===== src/rtl/split_result_pkg.sv =====
package split_result_pkg;
  parameter int unsigned RES_W  = 10;
  parameter int unsigned BYTE_W = 8;

  typedef logic [RES_W-1:0]  res_t;
  typedef logic [BYTE_W-1:0] byte_t;

  typedef enum logic {
    JUST_RIGHT = 1'b0,
    JUST_LEFT  = 1'b1
  } just_e;
endpackage


===== src/rtl/srr_lock_ctrl.sv =====
module srr_lock_ctrl (
  input  logic clk_i,
  input  logic rst_ni,
  input  logic res_valid_i,
  input  logic rd_lo_i,
  input  logic rd_hi_i,
  output logic lock_o,
  output logic accept_o,
  output logic lost_o,
  output logic irq_o
);
  logic lock_q, lock_d;
  logic lost_q, irq_q;

  // accept/drop decided on the lock held before this cycle
  assign accept_o = res_valid_i & ~lock_q;

  always_comb begin
    lock_d = lock_q;
    if (rd_lo_i) lock_d = 1'b1;
    if (rd_hi_i) lock_d = 1'b0;  // high read wins
  end

  always_ff @(posedge clk_i or negedge rst_ni) begin
    if (!rst_ni) begin
      lock_q <= 1'b0;
      lost_q <= 1'b0;
      irq_q  <= 1'b0;
    end else begin
      lock_q <= lock_d;
      lost_q <= res_valid_i & lock_q;
      irq_q  <= res_valid_i;
    end
  end

  assign lock_o = lock_q;
  assign lost_o = lost_q;
  assign irq_o  = irq_q;
endmodule


===== src/rtl/srr_store.sv =====
module srr_store
  import split_result_pkg::*;
(
  input  logic clk_i,
  input  logic rst_ni,
  input  logic wr_i,
  input  res_t data_i,
  output res_t data_o
);
  res_t data_q;

  always_ff @(posedge clk_i or negedge rst_ni) begin
    if (!rst_ni)   data_q <= '0;
    else if (wr_i) data_q <= data_i;
  end

  assign data_o = data_q;
endmodule


===== src/rtl/srr_view.sv =====
module srr_view
  import split_result_pkg::*;
(
  input  res_t  data_i,
  input  logic  left_just_i,
  output byte_t lo_o,
  output byte_t hi_o
);
  localparam int unsigned SPILL_W = RES_W - BYTE_W;
  localparam int unsigned PAD_W   = BYTE_W - SPILL_W;

  byte_t lo_r, hi_r, lo_l, hi_l;

  generate
    if (PAD_W == 0) begin : g_full
      assign hi_r = data_i[RES_W-1:BYTE_W];
      assign lo_l = data_i[SPILL_W-1:0];
    end else begin : g_pad
      assign hi_r = {{PAD_W{1'b0}}, data_i[RES_W-1:BYTE_W]};
      assign lo_l = {data_i[SPILL_W-1:0], {PAD_W{1'b0}}};
    end
  endgenerate

  assign lo_r = data_i[BYTE_W-1:0];
  assign hi_l = data_i[RES_W-1 -: BYTE_W];

  always_comb begin
    if (just_e'(left_just_i) == JUST_LEFT) begin
      lo_o = lo_l;
      hi_o = hi_l;
    end else begin
      lo_o = lo_r;
      hi_o = hi_r;
    end
  end
endmodule


===== src/rtl/split_result_reg.sv =====
module split_result_reg
  import split_result_pkg::*;
(
  input  logic        clk_i,
  input  logic        rst_ni,
  input  logic        res_valid_i,
  input  logic [9:0]  res_data_i,
  input  logic        left_just_i,
  input  logic        rd_lo_i,
  input  logic        rd_hi_i,
  output logic [7:0]  lo_byte_o,
  output logic [7:0]  hi_byte_o,
  output logic        lost_o,
  output logic        irq_o
);
  logic lock_q, accept;
  res_t data_q;

  srr_lock_ctrl u_lock (
    .clk_i       (clk_i),
    .rst_ni      (rst_ni),
    .res_valid_i (res_valid_i),
    .rd_lo_i     (rd_lo_i),
    .rd_hi_i     (rd_hi_i),
    .lock_o      (lock_q),
    .accept_o    (accept),
    .lost_o      (lost_o),
    .irq_o       (irq_o)
  );

  srr_store u_store (
    .clk_i  (clk_i),
    .rst_ni (rst_ni),
    .wr_i   (accept),
    .data_i (res_data_i),
    .data_o (data_q)
  );

  srr_view u_view (
    .data_i      (data_q),
    .left_just_i (left_just_i),
    .lo_o        (lo_byte_o),
    .hi_o        (hi_byte_o)
  );
endmodule


===== config.mk =====
export PLATFORM = sky130hd
export DESIGN_NAME = split_result_reg
export DESIGN_NICKNAME = d
export VERILOG_FILES = /design/src/rtl/split_result_pkg.sv /design/src/rtl/srr_lock_ctrl.sv /design/src/rtl/srr_store.sv /design/src/rtl/srr_view.sv /design/src/rtl/split_result_reg.sv
export SDC_FILE = /design/constraint.sdc
export NUM_CORES = 1
export LEC_CHECK = 0
export ABC_AREA = 1
export BUFFER_PORTS_ARGS = -buffer_cell sky130_fd_sc_hd__buf_4
export CAP_MARGIN = 15
export CORE_MARGIN = 1.5
export CORE_UTILIZATION = 45
export DETAILED_ROUTE_END_ITERATION = 16
export HOLD_SLACK_MARGIN = 0.06
export PLACE_DENSITY = 0.82
export SLEW_MARGIN = 5
export SYNTH_ARGS = -nofsm -noshare
export SYNTH_HDL_FRONTEND = slang
export SYNTH_SLANG_ARGS = --single-unit

===== constraint.sdc =====
create_clock -name clk_i -period 2.4 [get_ports clk_i]
set_input_delay 0.36 -clock clk_i [delete_from_list [all_inputs] [get_ports clk_i]]
set_output_delay 0.36 -clock clk_i [all_outputs]
set_load 0.1 [all_outputs]

# Yosys cells after proc, flatten, opt, wreduce, memory -nomap -nowiden
# Index checks and enable logic that the tools add are counted.
totals:
  output_inout_bits: 18
  reg_bits: 13
  elab_cells: 12
op_classes:
  bitwise_logic: 3
  n_mux: 4
  n_reduce_logical: 1
ops:
  columns: ["operator", "n"]
  rows:
  - ["two-way mux 8 bit", 2]
  - ["AND 1 bit", 2]
  - ["two-way mux 1 bit", 2]
  - ["nonzero test 2 bit", 1]
  - ["NOT 1 bit", 1]

# Longest topological paths before layout
depth:
  depth_word: 2
  mapped_depth: 4
  depth_no_buf: 4

# By module
# A second synthesis with hierarchy kept.
hier_totals:
  cells_unflattened: 90
  hier_area_um2: 640.6
by_module_without_submodules:
  columns: ["mod", "instances", "cells_each", "area_per_inst_um2"]
  rows:
  - ["srr_store", 1, 42, 377.9]
  - ["srr_view", 1, 39, 165.2]
  - ["srr_lock_ctrl", 1, 9, 97.6]

# Worst setup path after synthesis
# No wires, ideal clock.
synth_timing:
  kind: "input-to-output"
  startpoint: "input port left_just_i"
  endpoint: "output port hi_byte_o[0]"
  t_arrival_ps: 1999
  cell_stages: 3
  slack_ps: 41
  path_cell_list: "buf_4 > nor2_1 > a21oi_1"
synth_via:
  elab_chain_cells: 1
synth_rtl:
  columns: ["element", "line_no", "rtl"]
  rows:
  - ["from (decl)", "split_result_reg.sv:8", "input logic left_just_i,"]
  - ["two-way mux 8 bit", "srr_view.sv:28", "if (just_e'(left_just_i) == JUST_LEFT) begin"]
  - ["to (decl)", "split_result_reg.sv:12", "output logic [7:0] hi_byte_o,"]
# No other way between the ends.

# Worst setup path in the final report
layout_timing:
  startpoint: "register u_store.data_q[1], in the netlist u_store.data_o[1]"
  endpoint: "output port lo_byte_o[7]"
layout_via:
  elab_chain_cells: 1
layout_rtl:
  columns: ["element", "line_no", "rtl"]
  rows:
  - ["from (decl)", "srr_store.sv:10", "res_t data_q;"]
  - ["from (signal assigned)", "srr_store.sv:14", "else if (wr_i) data_q <= data_i;"]
  - ["two-way mux 8 bit", "srr_view.sv:28", null]
  - ["to (decl)", "split_result_reg.sv:11", "output logic [7:0] lo_byte_o,"]
# No other way between the ends.

==> metrics.csv <==
stage,metric,value,unit
cts,cts_htree_levels,1,
floorplanning,start_util,48.6,%
floorplanning,top_level_ports,34,
drt,routed-via-count,608,
setup_path,cp_slowest_stage_delay,0.35,ns
finish,n_fill_cell,113,
drt,avgRoutedWirePerCell,9.75,um
global_route,gr-total-overflow,0,
setup_path,cp_top_family,buffers and inverters,
finish,stdcell_count,134,
setup_path,critical_path_peak_fanout,2,
global_route,grt_max_degree,21,
cts,cts_root_buf,clkbuf_4,
hold_path,holdCritPathClass,in2reg,
timing,min_period_over_period,61.5,%
drt,ant_nets,0,
drt,avgViaCountPerCell,4.54,
yosys,netlist_instances,85,
cts,worstSkewPairLatency,0.26,ns
cts,cts_clock_pin_slew_for_the_worst_setup_and_hold_paths,0.08,ns
yosys,synth.lib_cells_used.distinct,10,
flow_run,max-cap-violations,0,
floorplanning,full_die_area,1640,um^2
timing,fmaxAchievable,0.677,GHz
cts,tritoncts.num_buffers,3,
setup_path,setup.worst_path.start_class,flip-flop,
drt,drt_pass1_iterations,3,
cts,number_of_clock_sinks_seen_by_cts,13,
setup_path,worst-endpoint-arrival,1.12,ns
place,dp_cells,129,
floorplanning,die_x,40.5,um
finish,num-nets-final,136,
timing,worst_clock_skew,0.00460,ns
power,irDropWorstVdd,0.459,mV
setup_path,cp_cell_sequence,inv_1 -> a21oi_1 -> buf_4,
finish,multiInputGateArea,223,um^2
yosys,syn-num-nets,101,
drt,drt_first_iter_violations,7,
global_route,first_global_vias,465,
finish,antenna_cells,0,
timing,fin_tns_setup,0,ns
setup_path,crit_type,reg2out,
timing,worst_hold_slack,0.231,ns
setup_path,cp.buffers_inverters,2,
cts,post_cts.resized_instances,0,
power,power.density,807,nW/um^2
place,gp_congestion,0.686,
power,total_power,0.729,mW
global_route,groute.usage.overall,18.5,%
yosys,synth.yosys.seq_area_share,51.5,%
setup_path,critPathCaptureType,primary output,
drt,post-route-drc-count,0,
drt,drt-total-wl,1310,um
timing,final_period_minus_worst_setup_slack,1.48,ns
floorplanning,rows,13,
timing,rsz0062_at_grt,false,
yosys,ys_seq_elements,13,
status,run_status,"finished, final reports clean",
global_route,wire_length_of_the_first_global_routing_pass,1930,um
place,io_buffer_count,33,
timing,worst_slew_margin,78.7,%
finish,final-seq-area,325,um^2
power,p_leak,0.560,nW
floorplanning,fp.dieH,40.5,um
finish,syn2layout_area_growth,43.0,%
yosys,synthesis.yosys.warnings,0,
setup_path,required_time_reported_for_the_critical_path_endpoint,2.04,ns
setup_path,cp_slowest_cell,dfrtp_1,
timing,finalSetupViolCount,0,
place,dp_slack,1.01,ns
yosys,post_synth.cell_area_avg,7.43,um^2
cts,ctsLongestPathBuffers,2,
timing,fin_ws,0.924,ns
yosys,syn_area,632,um^2
cts,cts_tree,yes,
finish,share_of_cells_above_drive_strength_1,31.1,%
place,detailedPlacementHpwl,1030,um
floorplanning,core,1300,um^2
timing,tightestPinTransition,0.320,ns
timing,report.final.hold_viol_count,0,
timing,final-max-slew-violation-count,0,
global_route,number_of_antenna_violations_at_the_first_check_in_global_routing,0,
==> path summary, 6_finish.rpt <==
kind / from / end / slack, ns / cells past startpoint
worst max-delay path: u_store.data_o[1] / lo_byte_o[7] / 0.92 / 3
worst min-delay path: rd_hi_i / u_lock.lock_o / 0.23 / 2
worst max register to register: u_lock.lock_o / u_store.data_o[7] / 1.26 / 4
worst min register to register: u_store.data_o[0] / u_store.data_o[0] / 0.48 / 2
max in group asynchronous: rst_ni / u_store.data_o[9] / 1.76 / 2
min in group asynchronous: rst_ni / u_lock.irq_o / 0.47 / 2
==> cell type report <==
cell class	count	share of cell area, %
sequential	13	36.0
timing repair buffer	34	28.5
multi-input combinational	54	24.7
inverter	14	5.82
clock buffer	4	2.91
tap	15	2.08
==> kinds of logic (layout without fill, tap and decap cells) <==
kind of cell | Yosys count | after routing | synth area share (%)
simple gates | 50 | 50 | 32.1
buf+inv | 18 | 52 | 13.3
compound gates | 4 | 4 | 3.17
flops | 13 | 13 | 51.5
==> through the flow <==
step	area [um^2]	utilization (%)
finish	903	69.4
global route	903	69.4
CTS	903	69.4
detailed placement	867	66.6
global placement	867	66.6
floorplan	632	-
==> layout by cell type, fill, tap and decap left out <==
cell	instances
nor2_1	12
dfrtp_1	13
nand3_1	10
nand2_2	1
nand2_1	27
clkbuf_1	1
inv_1	14
clkbuf_4	3
dlygate4sd3_1	1
buf_4	33
a21oi_1	4
==> state kept, by name, indices dropped and copies added, names as in the netlist <==
signal	cells
u_lock.lost_o	1
u_lock.lock_o	1
u_store.data_o	10
u_lock.irq_o	1
==> where the power goes <==
part | switching, mW | internal, mW
Combinational | 0.268 | 0.0737
Clock | 0.0635 | 0.0642
Sequential | 0.0154 | 0.244
==> metal layers <==
metal  up-vias  global-route usage (%)  part of all wire [%]  routed length, um
met5         -                       0                     0                  0
met4         0                    12.5                   1.1                 15
met3         2                    3.89                   6.6                 86
met2        21                    31.7                    49                639
met1       265                    20.0                    43                565
li1        320                       -                     -                  -
==> synth_stat cells (all sizes together) <==
| cell | instances | area share, % |
|---|---|---|
| nor2 | 12 | 7.1 |
| nand2 | 28 | 17 |
| buf | 4 | 4.9 |
| a21oi | 4 | 3.2 |
| dfrtp | 13 | 51 |
| inv | 14 | 8.3 |
| nand3 | 10 | 7.9 |
==> worst register-to-register path, cell delays in order, from the launching register on <==
cell	delay [ns]
dfrtp_1	0.40
inv_1	0.26
nand2_2	0.21
nand2_1	0.11
nand2_1	0.05
==> timing repair <==
| item | 4_1_cts | 5_1_grt |
|---|---|---|
| setup endpoints to repair | 0 | 0 |
| hold buffers | 1 | 0 |
| hold endpoints to repair | 13 | 0 |
| buffers inserted | 0 | 0 |
(Power assumes the default switching activity.)
